==> config.mk <==
export PLATFORM = sky130hd
export DESIGN_NAME = rp_err_collector
export DESIGN_NICKNAME = d
export VERILOG_FILES = /design/src/rtl/rp_err_pkg.sv /design/src/rtl/rp_err_status.sv /design/src/rtl/rp_err_cmd.sv /design/src/rtl/rp_err_irq.sv /design/src/rtl/rp_err_collector.sv
export SDC_FILE = /design/constraint.sdc
export NUM_CORES = 1
export LEC_CHECK = 0
export CAP_MARGIN = 10
export CELL_PAD_IN_SITES_DETAIL_PLACEMENT = 0
export CELL_PAD_IN_SITES_GLOBAL_PLACEMENT = 1
export CORE_ASPECT_RATIO = 1.75
export CORE_UTILIZATION = 45
export CTS_CLUSTER_SIZE = 25
export DETAILED_ROUTE_END_ITERATION = 10
export DONT_BUFFER_PORTS = 1
export PLACE_DENSITY_LB_ADDON = 0.15
export SETUP_SLACK_MARGIN = 0.4
export SYNTH_ARGS = -nofsm -noshare
export SYNTH_HDL_FRONTEND = slang
export SYNTH_SLANG_ARGS = --single-unit
export TNS_END_PERCENT = 30
==> constraint.sdc <==
create_clock -name clk -period 1.7 [get_ports clk]
set_input_delay 0.255 -clock clk [delete_from_list [all_inputs] [get_ports clk]]
set_output_delay 0.255 -clock clk [all_outputs]
set_load 0.02 [all_outputs]
==> src/rtl/rp_err_pkg.sv <==
package rp_err_pkg;

  localparam int ST_W   = 7;
  localparam int EN_W   = 3;
  localparam int ST_COR  = 0;
  localparam int ST_MCOR = 1;
  localparam int ST_UNC  = 2;
  localparam int ST_MUNC = 3;
  localparam int ST_FFAT = 4;
  localparam int ST_NF   = 5;
  localparam int ST_FAT  = 6;

  typedef enum logic [1:0] {
    SEV_COR      = 2'd0,
    SEV_NONFATAL = 2'd1,
    SEV_FATAL    = 2'd2,
    SEV_RSVD     = 2'd3
  } sev_e;

  localparam logic [1:0] ADDR_CMD  = 2'd0;
  localparam logic [1:0] ADDR_STAT = 2'd1;
  localparam logic [1:0] ADDR_SRC  = 2'd2;

  // Received bits folded onto the command enable positions.
  function automatic logic [EN_W-1:0] stat_to_en(input logic [ST_W-1:0] st);
    return {st[ST_FAT], st[ST_NF], st[ST_COR]};
  endfunction

  // Enable bit that a message of a given severity is gated by.
  function automatic logic [EN_W-1:0] sev_to_en(input logic [1:0] sev);
    logic [EN_W-1:0] r;
    case (sev)
      SEV_COR:      r = 3'b001;
      SEV_NONFATAL: r = 3'b010;
      SEV_FATAL:    r = 3'b100;
      default:      r = 3'b000;
    endcase
    return r;
  endfunction

  // Status bits a message sets, judged against the pre-message status.
  function automatic logic [ST_W-1:0] status_set(input logic [ST_W-1:0] st,
                                                 input logic [1:0] sev);
    logic [ST_W-1:0] s;
    s = '0;
    if (sev == SEV_COR) begin
      s[ST_COR] = 1'b1;
      if (st[ST_COR]) s[ST_MCOR] = 1'b1;
    end else if (sev == SEV_NONFATAL || sev == SEV_FATAL) begin
      s[ST_UNC] = 1'b1;
      if (st[ST_UNC]) s[ST_MUNC] = 1'b1;
      if (sev == SEV_FATAL) begin
        s[ST_FAT] = 1'b1;
        if (!st[ST_UNC]) s[ST_FFAT] = 1'b1;
      end else begin
        s[ST_NF] = 1'b1;
      end
    end
    return s;
  endfunction

endpackage

==> src/rtl/rp_err_status.sv <==
module rp_err_status
  import rp_err_pkg::*;
#(
  parameter int SRC_W = 16
) (
  input  logic             clk,
  input  logic             rst_n,
  input  logic             msg_acc,
  input  logic [1:0]       msg_sev,
  input  logic [SRC_W-1:0] msg_src,
  input  logic             clr_we,
  input  logic [ST_W-1:0]  clr_mask,
  output logic [ST_W-1:0]  stat_q,
  output logic [SRC_W-1:0] src_cor_q,
  output logic [SRC_W-1:0] src_unc_q,
  output logic             ev_cap_cor,
  output logic             ev_cap_unc
);

  logic [ST_W-1:0] set_bits;
  logic [ST_W-1:0] clr_bits;
  logic            is_cor;
  logic            is_unc;

  always_comb begin
    is_cor     = msg_acc && (msg_sev == SEV_COR);
    is_unc     = msg_acc && (msg_sev == SEV_NONFATAL || msg_sev == SEV_FATAL);
    set_bits   = msg_acc ? status_set(stat_q, msg_sev) : '0;
    clr_bits   = clr_we ? clr_mask : '0;
    ev_cap_cor = is_cor && !stat_q[ST_COR];
    ev_cap_unc = is_unc && !stat_q[ST_UNC];
  end

  // One write-1-to-clear flop per status bit; a same-cycle set wins.
  for (genvar b = 0; b < ST_W; b++) begin : g_bit
    always_ff @(posedge clk) begin
      if (!rst_n)            stat_q[b] <= 1'b0;
      else if (set_bits[b])  stat_q[b] <= 1'b1;
      else if (clr_bits[b])  stat_q[b] <= 1'b0;
    end
  end

  always_ff @(posedge clk) begin
    if (!rst_n) begin
      src_cor_q <= '0;
      src_unc_q <= '0;
    end else begin
      if (ev_cap_cor) src_cor_q <= msg_src;
      if (ev_cap_unc) src_unc_q <= msg_src;
    end
  end

endmodule

==> src/rtl/rp_err_cmd.sv <==
module rp_err_cmd
  import rp_err_pkg::*;
#(
  parameter int VEC_W = 5
) (
  input  logic             clk,
  input  logic             rst_n,
  input  logic             cmd_we,
  input  logic [EN_W-1:0]  cmd_wdata,
  input  logic             vec_ld,
  input  logic [VEC_W-1:0] vec_in,
  output logic [EN_W-1:0]  cmd_q,
  output logic [VEC_W-1:0] vec_q
);

  always_ff @(posedge clk) begin
    if (!rst_n)      cmd_q <= '0;
    else if (cmd_we) cmd_q <= cmd_wdata;
  end

  always_ff @(posedge clk) begin
    if (!rst_n)      vec_q <= '0;
    else if (vec_ld) vec_q <= vec_in;
  end

endmodule

==> src/rtl/rp_err_irq.sv <==
module rp_err_irq
  import rp_err_pkg::*;
(
  input  logic            clk,
  input  logic            rst_n,
  input  logic            msi_mode,
  input  logic [ST_W-1:0] stat_q,
  input  logic [EN_W-1:0] cmd_q,
  input  logic            cmd_we,
  input  logic [EN_W-1:0] cmd_wdata,
  input  logic            msg_acc,
  input  logic [1:0]      msg_sev,
  output logic            msi_pulse,
  output logic            intx_level,
  output logic            ev_msg_irq,
  output logic            ev_cmd_irq
);

  logic [EN_W-1:0] rcv_en;
  logic [EN_W-1:0] pend_en;
  logic            pend_any;
  logic            pulse_d;

  always_comb begin
    rcv_en     = stat_to_en(stat_q);
    pend_en    = rcv_en & cmd_q;
    pend_any   = |pend_en;
    ev_msg_irq = msg_acc && (|(sev_to_en(msg_sev) & cmd_q)) && !pend_any;
    ev_cmd_irq = cmd_we && !pend_any && (|(cmd_wdata & rcv_en));
    pulse_d    = msi_mode && (ev_msg_irq || ev_cmd_irq);
    intx_level = !msi_mode && pend_any;
  end

  always_ff @(posedge clk) begin
    if (!rst_n) msi_pulse <= 1'b0;
    else        msi_pulse <= pulse_d;
  end

endmodule

==> src/rtl/rp_err_collector.sv <==
module rp_err_collector
  import rp_err_pkg::*;
#(
  parameter  int SRC_W  = 16,
  parameter  int VEC_W  = 5,
  localparam int DATA_W = 2 * SRC_W
) (
  input  logic              clk,
  input  logic              rst_n,
  input  logic              msi_mode,
  input  logic              msg_valid,
  input  logic [1:0]        msg_sev,
  input  logic [SRC_W-1:0]  msg_src,
  input  logic [1:0]        reg_addr,
  input  logic              reg_wr,
  input  logic [DATA_W-1:0] reg_wdata,
  output logic [DATA_W-1:0] reg_rdata,
  input  logic              vec_ld,
  input  logic [VEC_W-1:0]  vec_in,
  output logic              msi_pulse,
  output logic [VEC_W-1:0]  msi_vector,
  output logic              intx_level
);

  localparam int PAD_W = DATA_W - VEC_W - ST_W;

  logic             msg_acc;
  logic             cmd_we;
  logic             clr_we;
  logic [ST_W-1:0]  stat_q;
  logic [SRC_W-1:0] src_cor_q;
  logic [SRC_W-1:0] src_unc_q;
  logic [EN_W-1:0]  cmd_q;
  logic [VEC_W-1:0] vec_q;
  logic             ev_cap_cor;
  logic             ev_cap_unc;
  logic             ev_msg_irq;
  logic             ev_cmd_irq;

  always_comb begin
    msg_acc = msg_valid && (msg_sev != SEV_RSVD);
    cmd_we  = reg_wr && (reg_addr == ADDR_CMD);
    clr_we  = reg_wr && (reg_addr == ADDR_STAT);
  end

  rp_err_status #(.SRC_W(SRC_W)) u_status (
    .clk       (clk),
    .rst_n     (rst_n),
    .msg_acc   (msg_acc),
    .msg_sev   (msg_sev),
    .msg_src   (msg_src),
    .clr_we    (clr_we),
    .clr_mask  (reg_wdata[ST_W-1:0]),
    .stat_q    (stat_q),
    .src_cor_q (src_cor_q),
    .src_unc_q (src_unc_q),
    .ev_cap_cor(ev_cap_cor),
    .ev_cap_unc(ev_cap_unc)
  );

  rp_err_cmd #(.VEC_W(VEC_W)) u_cmd (
    .clk      (clk),
    .rst_n    (rst_n),
    .cmd_we   (cmd_we),
    .cmd_wdata(reg_wdata[EN_W-1:0]),
    .vec_ld   (vec_ld),
    .vec_in   (vec_in),
    .cmd_q    (cmd_q),
    .vec_q    (vec_q)
  );

  rp_err_irq u_irq (
    .clk       (clk),
    .rst_n     (rst_n),
    .msi_mode  (msi_mode),
    .stat_q    (stat_q),
    .cmd_q     (cmd_q),
    .cmd_we    (cmd_we),
    .cmd_wdata (reg_wdata[EN_W-1:0]),
    .msg_acc   (msg_acc),
    .msg_sev   (msg_sev),
    .msi_pulse (msi_pulse),
    .intx_level(intx_level),
    .ev_msg_irq(ev_msg_irq),
    .ev_cmd_irq(ev_cmd_irq)
  );

  always_comb begin
    case (reg_addr)
      ADDR_CMD:  reg_rdata = {{(DATA_W-EN_W){1'b0}}, cmd_q};
      ADDR_STAT: reg_rdata = {vec_q, {PAD_W{1'b0}}, stat_q};
      ADDR_SRC:  reg_rdata = {src_unc_q, src_cor_q};
      default:   reg_rdata = '0;
    endcase
  end

  assign msi_vector = vec_q;

endmodule

; Yosys cells after proc, flatten, opt, wreduce, memory -nomap -nowiden
; Index checks and enable logic that the tools add are counted.
[totals]
out_inout_bits = 39
ramBits = 0
latch_bits = 0
ff_bits = 48
elab_cells = 78
mem_count = 0
mem_bits_ro = 0
[classes]
div = 0
n_eq_ne = 5
bitwise_logic = 3
n_shift = 0
n_reduce_logical = 31
n_mux = 27
add_sub_neg = 0
multipliers = 0
order_cmp = 0
[ops]
columns = operator, n
row1 = one-hot mux 32 bit (3 select lines), 1
row2 = two-way mux 1 bit, 20
row3 = two-way mux 7 bit, 2
row4 = nonzero test 2 bit, 7
row5 = logical AND 1 bit, 13
row6 = two-way mux 5 bit, 2
row7 = AND 3 bit, 3
row8 = one-hot mux 3 bit (3 select lines), 1
row9 = OR reduction 3 bit, 3
row10 = == test 2 x 1 -> 1 bit (second input constant), 2
row11 = == test 2 bit (second input constant), 2
row12 = logical NOT 1 bit, 4
row13 = logical NOT 2 bit, 2
row14 = logical OR 1 bit, 2
row15 = two-way mux 2 bit, 1
row16 = inequality test 2 bit (second input constant), 1

; Logic depth before layout (Yosys ltp)
; Gate-level depths: netlist (run 1).
[logic_depth]
word_depth = 8
depth_mapped = 7
ltp_nobuf = 5

; Cells and area by module
; From an unflattened synthesis (run 1), not the netlist that was laid out.
[hier_totals]
cells_unflattened = 241
area_unflattened_um2 = 2357.3
[by_module_without_submodules]
columns = mod, cells_each, seq_area_each_um2, n_inst, area_each_um2
row1 = rp_err_status, 159, 780.7, 1, 1591.5
row2 = rp_err_collector, 45, 0.0, 1, 357.8
row3 = rp_err_cmd, 25, 160.2, 1, 301.5
row4 = rp_err_irq, 12, 20.0, 1, 106.4

; Least setup slack after synthesis (run 1)
; OpenSTA, ideal clock, no wires.
[synth_timing]
path_type = input to register
start = input msg_sev[0]
end = register u_status.src_unc_q[14]
setup_time_ps = 118
t_required_ps = 1582
stages = 7
path_slack_ps = 372
n_path_buf = 2
t_arrival_ps = 1210
path_cell_list = inv_1 ha_1 and4bb_1 buf_4 buf_8 nand2_2 a21boi_2
[synth_between]
elab_chain_len = 4
word_cells_on_any_way = 7
cone_classes = eq/ne (3) / reduce/logical (4)
[synth_rtl]
columns = item, line_no
row1 = from (decl), rp_err_collector.sv:12  ; input logic [1:0] msg_sev,
row2 = inequality test 2 bit (tied with other cells), rp_err_collector.sv:41  ; msg_acc = msg_valid && (msg_sev != SEV_RSVD);
row3 = logical AND 1 bit or logical OR 1 bit (tied branches), "rp_err_collector.sv:41, rp_err_status.sv:27"
row4 = logical AND 1 bit (*), rp_err_status.sv:27  ; is_unc = msg_acc && (msg_sev == SEV_NONFATAL || msg_sev == SEV_FATAL);
row5 = logical AND 1 bit (*), rp_err_status.sv:31  ; ev_cap_unc = is_unc && !stat_q[ST_UNC];
row6 = to (signal assigned), rp_err_status.sv:49  ; if (ev_cap_unc) src_unc_q <= msg_src;
row7 = to (decl), rp_err_status.sv:15  ; output logic [SRC_W-1:0] src_unc_q,
; Every way passes the cells marked *; elsewhere a longest branch is shown, timed or not.
; A chain may end at the register's enable or synchronous reset.

; Worst setup path after layout (run 1)
[layout_timing]
start = register u_cmd.cmd_q[1]
end = output intx_level
[layout_between]
elab_chain_len = 3
[layout_rtl]
columns = item, line_no
row1 = from (decl), rp_err_cmd.sv:12  ; output logic [EN_W-1:0] cmd_q,
row2 = from (signal assigned), rp_err_cmd.sv:18  ; else if (cmd_we) cmd_q <= cmd_wdata;
row3 = AND 3 bit, rp_err_irq.sv:26  ; pend_en = rcv_en & cmd_q;
row4 = OR reduction 3 bit, rp_err_irq.sv:27  ; pend_any = |pend_en;
row5 = logical AND 1 bit, rp_err_irq.sv:31  ; intx_level = !msi_mode && pend_any;
row6 = to (decl), rp_err_collector.sv:22  ; output logic intx_level
; Every way passes these cells.

==> summary.md, run 1 <==
| Metric | Value |
|---|---|
| WP data arrival | 1.23 ns |
| Clk sink count | between 40 and 50 |
| Final WL | between 5 and 6 mm |
| Die area | roughly 5600 um^2 |
| Synth unique cells | 29 |
| Crit-path cells | a222oi_1 -> buf_4 -> nor2_4 |
| TritonCTS clock tree | yes |
| CP top delay family | compound AO/OA/AOI/OAI gates |
| Max_cap viols | 0 |
| Cell area after synthesis | between 2000 and 2500 um^2 |
| Crit-path max FO | 3 |
| Vias in the first global route | 1771 |
| Post-synth ARST share | 0% |
| Flops & latches, synth | 48 |
| Mapped Cells | 271 |
| Clock transition at the registers of the reported paths | 0.09 ns |
| Remaining Overflow, GRT | 0 |
| Crit share post-route | 87.3% |
| Worst EP required | 1.44 ns |
| Syn_nets | 339 |
| Peak VDD IR | 0.641 mV |
| Fin nets | about 330 |
| Largest net degree at the start of global routing | 49 |
| Die W | 57.2 um |
| Slew Viols, Final | 0 |
| Slew @ Worst Pin | 0.523 ns |
| Max_slew headroom | 65.1% |
| # setup viols final | 0 |
| Fmax | 673 MHz |
| Worst-skew pair later-pin latency | approximately 0.30 ns |
| First-pass GRT wire length | 8.83 mm |
| Ant. Diodes | 0 |
| Ys flop type | dfxtp_1 |
| Crit. End Element | primary output |
| Most frequent cells in the layout | nand2_1 (61), dfxtp_1 (41), a21boi_1 (29), and2_1 (20), mux2i_1 (11) |
| Initial DRC Count | 68 |
| Starting density of the core | 47.5% |
| Final min period | 1.48 ns |
| Worst setup SP type | flop |
| Outcome | finished with violations |
| P_leak | 0.946 nW |
| Max incr delay on CP | 0.35 ns |
| Total CTS buffers | 5 |
| Syn Area/Cell | slightly below 9 um^2 |
| Ports | 102 |
| Worst hold slack | 0.0663 ns |
| Core area | 5060 um^2 |
| Crit Path Class | reg2out |
| Violated checks | design-rule violations |
| Clock Path Buffers | 2 |
| Clock Tree Root | clkbuf_8 |
| PortBufs | 0 |
| Post-DP HPWL | a little under 4 mm |
| Via Count | around 1800 |
| Detailed Routing Iterations Pass 1 | 8 |
| Final setup TNS | 0 ns |
| Area grow syn2layout | 5.36% |
| Unrepaired setup endpoints after global routing | true |
| Die height | ~99 um |
| Final Hold Fails | 0 |
| DRC | 5 |
| Final GP Congestion | 0.803 |
| Cell Rows | 34 |
| Post-synthesis sequential area ratio | 40.0% |
| Drt via density | 5.54 |
| Share of layout cells above drive strength 1 | approximately a fifth |
| Pwr dens | roughly 850 nW/um^2 |
| Fillcell total | 525 |
| Final Skew | approximately 0.0015 ns |
| Initial antenna violation count | 0 |
| Commonest non-fill, non-tap cell in the layout | nand2_1 |
| Routed Antenna Nets | 0 |
| Post-synth EDFFs | 0 |
| Synth warnings | 0 |
| H-tree depth | 2 |
| Worst hold path type | in2reg |
| Hold-fix buffers, CTS | 0 |
| Routed len/inst | 17.1 um |
| GRT Util Overall | 20.3% |
| Buf/Inv on CP | 1 |
| CP max stage cell | a222oi_1 |
==> metrics by stage <==
step | instances | instance area (um^2) | util (%) | worst slack [ns] | power [mW]
after floorplan | 271 | 2410 | - | 0.373 | 1.45
after global placement | 311 | 2410 | 47.5 | 0.332 | 1.47
after detailed placement | 311 | 2410 | 47.5 | 0.329 | 1.48
after CTS | 321 | 2530 | 49.9 | 0.255 | 2.17
after global routing | 321 | 2530 | 50.0 | 0.133 | 2.25
final | 321 | 2530 | 50.0 | 0.215 | 2.14
==> worst reg2reg max path, delay by kind of cell, from the launching register on <==
| family | cells | cell delay, ns |
|---|---|---|
| compound gates | 2 | 0.46 |
| simple gates | 1 | 0.07 |
| buf+inv | 1 | 0.20 |
| flops | 1 | 0.33 |
==> path summary, 6_finish.rpt <==
| kind | startpoint | to | slack [ns] | cells after the start |
|---|---|---|---|---|
| min reg2reg | u_status.src_cor_q[8] | u_status.src_cor_q[8] | 0.45 | 2 |
| max | u_cmd.cmd_q[1] | intx_level | 0.22 | 3 |
| min | msg_src[4] | u_status.src_unc_q[4] | 0.07 | 2 |
| max reg2reg | u_cmd.cmd_q[1] | u_irq.msi_pulse | 0.58 | 4 |
==> flip-flops by register name, indices dropped and copies added (netlist names) <==
| name | flops |
|---|---|
| u_cmd.cmd_q | 3 |
| u_status.src_unc_q | 16 |
| u_status.stat_q | 7 |
| u_status.src_cor_q | 16 |
| u_irq.msi_pulse | 1 |
| u_cmd.vec_q | 5 |
==> report_power, final <==
group	switching, mW	internal, mW	leakage, nW
Sequential	0.0411	1.17	0.394
Clock	0.401	0.288	0.0479
Combinational	0.130	0.110	0.504
==> Yosys cell counts, types with 7 or more instances <==
cell type / n / area share [%]
a21boi_2: 10 / 4.7
nor2b_1: 10 / 2.6
mux2i_1: 11 / 4.6
nand2_1: 61 / 9.5
buf_4: 7 / 2.2
o21ai_1: 10 / 2.1
nand2_2: 10 / 2.6
inv_1: 9 / 1.4
and2_1: 20 / 5.2
a22o_1: 9 / 3.3
dfxtp_1: 48 / 40
a21boi_1: 29 / 9.1
==> metal layers <==
metal / global-route usage [%] / vias up / wire length [um]
met2: 35.1 / 48 / 2810
met4: 8.07 / 0 / 125
met3: 3.67 / 10 / 233
met5: 0 / - / 0
li1: - / 890 / -
met1: 24.5 / 831 / 2320
==> logic make-up after synthesis <==
family                     Yosys count  synth area share (%)
AOI/OAI and AO/OA                   62                  20.6
adders and majority gates            5                  2.60
buffers and inverters               29                  7.08
DFF                                 48                  40.0
muxes                               11                  4.58
and+or+nand+nor                    116                  25.2
==> area by class of cell <==
type                       count  area (um^2)  area share [%]
multi-input combinational    194         1300            51.4
sequential                    48          970            38.3
timing repair buffer           8         72.6            2.87
clock buffer                   5         68.8            2.72
tap                           54         67.6            2.67
inverter                       9         33.8            1.33
clock inverter                 3         18.8           0.741
==> what timing repair did <==
item	CTS	global route
setup endpoints to repair	9	11
resized for setup	8	4
pin swaps	2	1
setup buffers	2	0
Power figures use the tool's default switching activity.
==> run 2, diff against run 1 <==
--- a/config.mk
+++ b/config.mk
@@ -5,11 +5,12 @@
 export SDC_FILE = /design/constraint.sdc
 export NUM_CORES = 1
 export LEC_CHECK = 0
+export ABC_AREA = 1
 export CAP_MARGIN = 10
 export CELL_PAD_IN_SITES_DETAIL_PLACEMENT = 0
 export CELL_PAD_IN_SITES_GLOBAL_PLACEMENT = 1
 export CORE_ASPECT_RATIO = 1.75
-export CORE_UTILIZATION = 45
+export CORE_UTILIZATION = 42
 export CTS_CLUSTER_SIZE = 25
 export DETAILED_ROUTE_END_ITERATION = 10
 export DONT_BUFFER_PORTS = 1
==> run 2 against run 1 <==
Against the previous run:
- the run now ends clean
- utilization is 0.13 points lower
- final area up 12%
- largest cell class unchanged
- sequential share of layout area shrank 3.9 points
- flip-flop and latch count unchanged
- routed wire length up 17%
- register-to-register slack hardly changed
- die area rose by 12%
- worst hold slack lost 0.016 ns
- first-iteration DRC count up 15%
- sequential power up 3%
- fmax up 8.1%
==> summary.md, run 2 <==
| Metric | Value |
|---|---|
| First-pass GRT wire length | 10.1 mm (+14%) |
| Final min period | 1.37 ns (-0.111 ns) |
| Post-synth ARST share | 0% (unchanged) |
| Post-synth top cells | nor2_1 (103), nand2_1 (62), dfxtp_1 (48) |
| # setup viols final | 0 (unchanged) |
| Max_cap viols | 0 (unchanged) |
| Crit Path Class | reg2out |
| Pwr dens | 818 nW/um^2 (-3.3%) |
| Core area | 5680 um^2 (+12%) |
| Largest net degree at the start of global routing | 43 (-12%) |
| Fmax | 728 MHz (+8.1%) |
| Post-synthesis sequential area ratio | 38.2% (-1.8 points) |
| Clock power share | 30.2% (-2.0 points) |
| Share of layout cells above drive strength 1 | 17.0% (-1.7 points) |
| Starting density of the core | 44.3% (-3.2 points) |
| PortBufs | 0 (unchanged) |
| Reg area | 975 um^2 (+0.52%) |
| Synth area leader | dfxtp_1 |
| Fin nets | 455 (+36%) |
| Synth Area in Compound Gates | 7.42% (-13 points) |
| Clock Path Buffers | 2 (unchanged) |
| Worst hold slack | 0.0504 ns (-0.0158 ns) |
| Clock Tree Root | clkbuf_8 |
| Synth unique cells | 23 (-21%) |
| Biggest regs | u_status.src_cor_q (16), u_status.src_unc_q (16), u_status.stat_q (7) |
| Mapped Cells | 372 (+37%) |
| Cell Rows | 36 (+5.9%) |
| Die area | 6310 um^2 (+12%) |
| Post-DP HPWL | 4.83 mm (+24%) |
| Worst hold path depth | 2 (unchanged) |
| GRT Util Overall | 21.2% (+0.85 points) |
| Worst setup SP type | flop |
| Switching Power | 0.698 mW (+22%) |
| Routed Antenna Nets | 0 (unchanged) |
| Flops & latches, synth | 48 (unchanged) |
| WP data arrival | 1.12 ns (-0.11 ns) |
| Ports | 102 (unchanged) |
| Clk sink count | 48 (unchanged) |
| Combinational share of power | 16.0% (+4.8 points) |
| Slew @ Worst Pin | 0.532 ns (+0.00925 ns) |
| Syn_nets | 440 (+30%) |
| Die W | 60.5 um (+5.7%) |
| Slew Viols, Final | 0 (unchanged) |
| Mux contribution to synthesized area | 0% (-4.6 points) |
| Ant. Diodes | 0 (unchanged) |
| H-tree depth | 2 (unchanged) |
| Total CTS buffers | 5 (unchanged) |
| Hold-fix buffers, CTS | 0 (unchanged) |
| Initial DRC Count | 78 (+15%) |
| Post-synth EDFFs | 0 (unchanged) |
| Remaining Overflow, GRT | 0 (unchanged) |
| Worst-skew pair later-pin latency | 0.31 ns (about the same) |
| Multi-input gate area | 1220 um^2 (-5.9%) |
| R2R Setup Slk | 0.57 ns (about the same) |
| Largest family of logic cells by synthesized area | simple AND/OR/NAND/NOR gates |
| Outcome | finished, final reports clean |
| Dominant cells by area after synthesis | dfxtp_1 (38%), nor2_1 (15%), nand4_1 (10%), nand2_1 (9.3%), inv_1 (6.7%) |
| Final GP Congestion | 0.789 (-1.8%) |
| Final setup TNS | 0 ns (unchanged) |
| Ys flop type | dfxtp_1 |
| Die height | 104 um (+5.7%) |
| TritonCTS clock tree | yes |
| Routed len/inst | 13.8 um (-19%) |
| Detailed Routing Iterations Pass 1 | 4 (-4) |
| Final WL | 6.40 mm (+17%) |
| Worst R2R Path Depth | 4 (unchanged) |
| Crit. End Element | primary output |
| Post-Synth XOR/XNOR Area | 0% (unchanged) |
| Area grow syn2layout | 12.6% |
| Top cell type's share of synthesized area | 38.2% (-1.8 points) |
| Min-Delay Endpoint | u_status.src_unc_q[7] |
| Drt via density | 4.97 (-10%) |
| Fillcell total | 667 (+27%) |
| Post-Synth Adder-Cell Area | 2.49% (-0.11 points) |
| Final Skew | 0.0106 ns (+0.00909 ns) |
| Int Power | 1.62 mW (+3.0%) |
| P_leak | 1.24 nW (+31%) |
| Switch share | 30.1% (+3.5 points) |
| Worst r2r dst | u_status.src_cor_q[0] |
| Worst hold path type | in2reg |
| Worst EP required | 1.44 ns (about the same) |
| Cell area after synthesis | 2510 um^2 (+4.6%) |
| Initial antenna violation count | 0 (unchanged) |
| DRC | 0 (-5) |
| Synth warnings | 0 (unchanged) |
| Crit-path max FO | 2 (-1) |
| RR Startpoint | u_status.stat_q[0] |
| Via Count | 2307 (+30%) |
| Peak VDD IR | 0.518 mV (-19%) |
| Simple-Gate Fraction of Synth Area | 38.6% (+13 points) |
| Worst hold start | rst_n |
| Syn Area/Cell | 6.75 um^2 (-24%) |
| Final Hold Fails | 0 (unchanged) |
| Unrepaired setup endpoints after global routing | true |
| Sequential share of power | 53.9% (-2.8 points) |
| Most common cell in the netlist | nor2_1 |
| Vias in the first global route | 2144 (+21%) |
| Crit share post-route | 80.8% (-6.5 points) |
| Max_slew headroom | 64.4% (-0.70 points) |
| Commonest non-fill, non-tap cell in the layout | nor2_1 |
| Most frequent cells in the layout | nor2_1 (103), nand2_1 (60), inv_1 (44), dfxtp_1 (41), nand4_1 (40) |
| Clock transition at the registers of the reported paths | 0.10 ns (about the same) |
## run 2: power groups by stage
stage	combinational, mW	clock (mW)	sequential (mW)
after global routing	0.419	0.768	1.25
after global placement	0.359	0	1.27
after detailed placement	0.363	0	1.27
final	0.370	0.699	1.25
after CTS	0.375	0.720	1.25
after floorplan	0.311	0	1.26
## run 2: final cells by class
type,count,share of cell area (%)
clock buffers,5,2.43
repair buffers,31,8.66
well taps,76,3.36
multi-input cells,250,43.2
inverters,51,7.03
flip-flops and latches,48,34.4
clock inverters,3,0.840
## run 2: stage by stage
stage / util, % / instances / worst slack (ns) / cell area (um^2) / power, mW
2_1_floorplan: - / 372 / 0.380 / 2510 / 1.57
3_3_place_gp: 47.3 / 452 / 0.402 / 2680 / 1.63
3_5_place_dp: 47.3 / 452 / 0.363 / 2680 / 1.64
4_1_cts: 49.8 / 464 / 0.325 / 2830 / 2.34
5_1_grt: 49.9 / 464 / 0.284 / 2830 / 2.44
6_report: 49.9 / 464 / 0.326 / 2830 / 2.32
## run 2: kinds of logic (layout without fill, tap and decap cells)
family / after synthesis / in the layout
buffers and inverters: 74 / 90
AO/OA/AOI/OAI: 28 / 28
adder cells (fa/ha/maj): 5 / 5
AND/OR/NAND/NOR: 217 / 217
flip-flops: 48 / 48
## run 2: timing repair
item | CTS | global route
endpoints found under the setup margin | 9 | 9
hold endpoints to repair | 0 | 0
resized for setup | 12 | 2
pin swaps | 2 | 1
buffers inserted | 4 | 0
gates cloned | 0 | 0
## run 2: layer usage
| layer | vias to the layer above | share of wire (%) | GRT usage, % |
|---|---|---|---|
| met4 | 0 | 3.2 | 9.42 |
| met1 | 1021 | 38 | 21.5 |
| met2 | 64 | 55 | 39.1 |
| li1 | 1206 | - | - |
| met5 | - | 0 | 0 |
| met3 | 16 | 4.0 | 4.10 |
## run 2: how the worst max path moves through the flow
stage                            start                      to  slack, ns  cells after the start
finish              u_status.stat_q[2]            reg_rdata[2]       0.33                      2
global placement            msg_sev[0]   u_status.src_unc_q[8]       0.40                      6
global route        u_status.stat_q[2]            reg_rdata[2]       0.28                      2
detailed placement          msg_sev[0]  u_status.src_unc_q[14]       0.36                      6
CTS                 u_status.stat_q[2]            reg_rdata[2]       0.33                      2
floorplan           u_status.stat_q[2]            reg_rdata[2]       0.38                      3
## run 2: critical path: stages, from the launching register on
cell and delay [ns]:
dfxtp_4 0.35, inv_2 0.03, o211ai_1 0.44
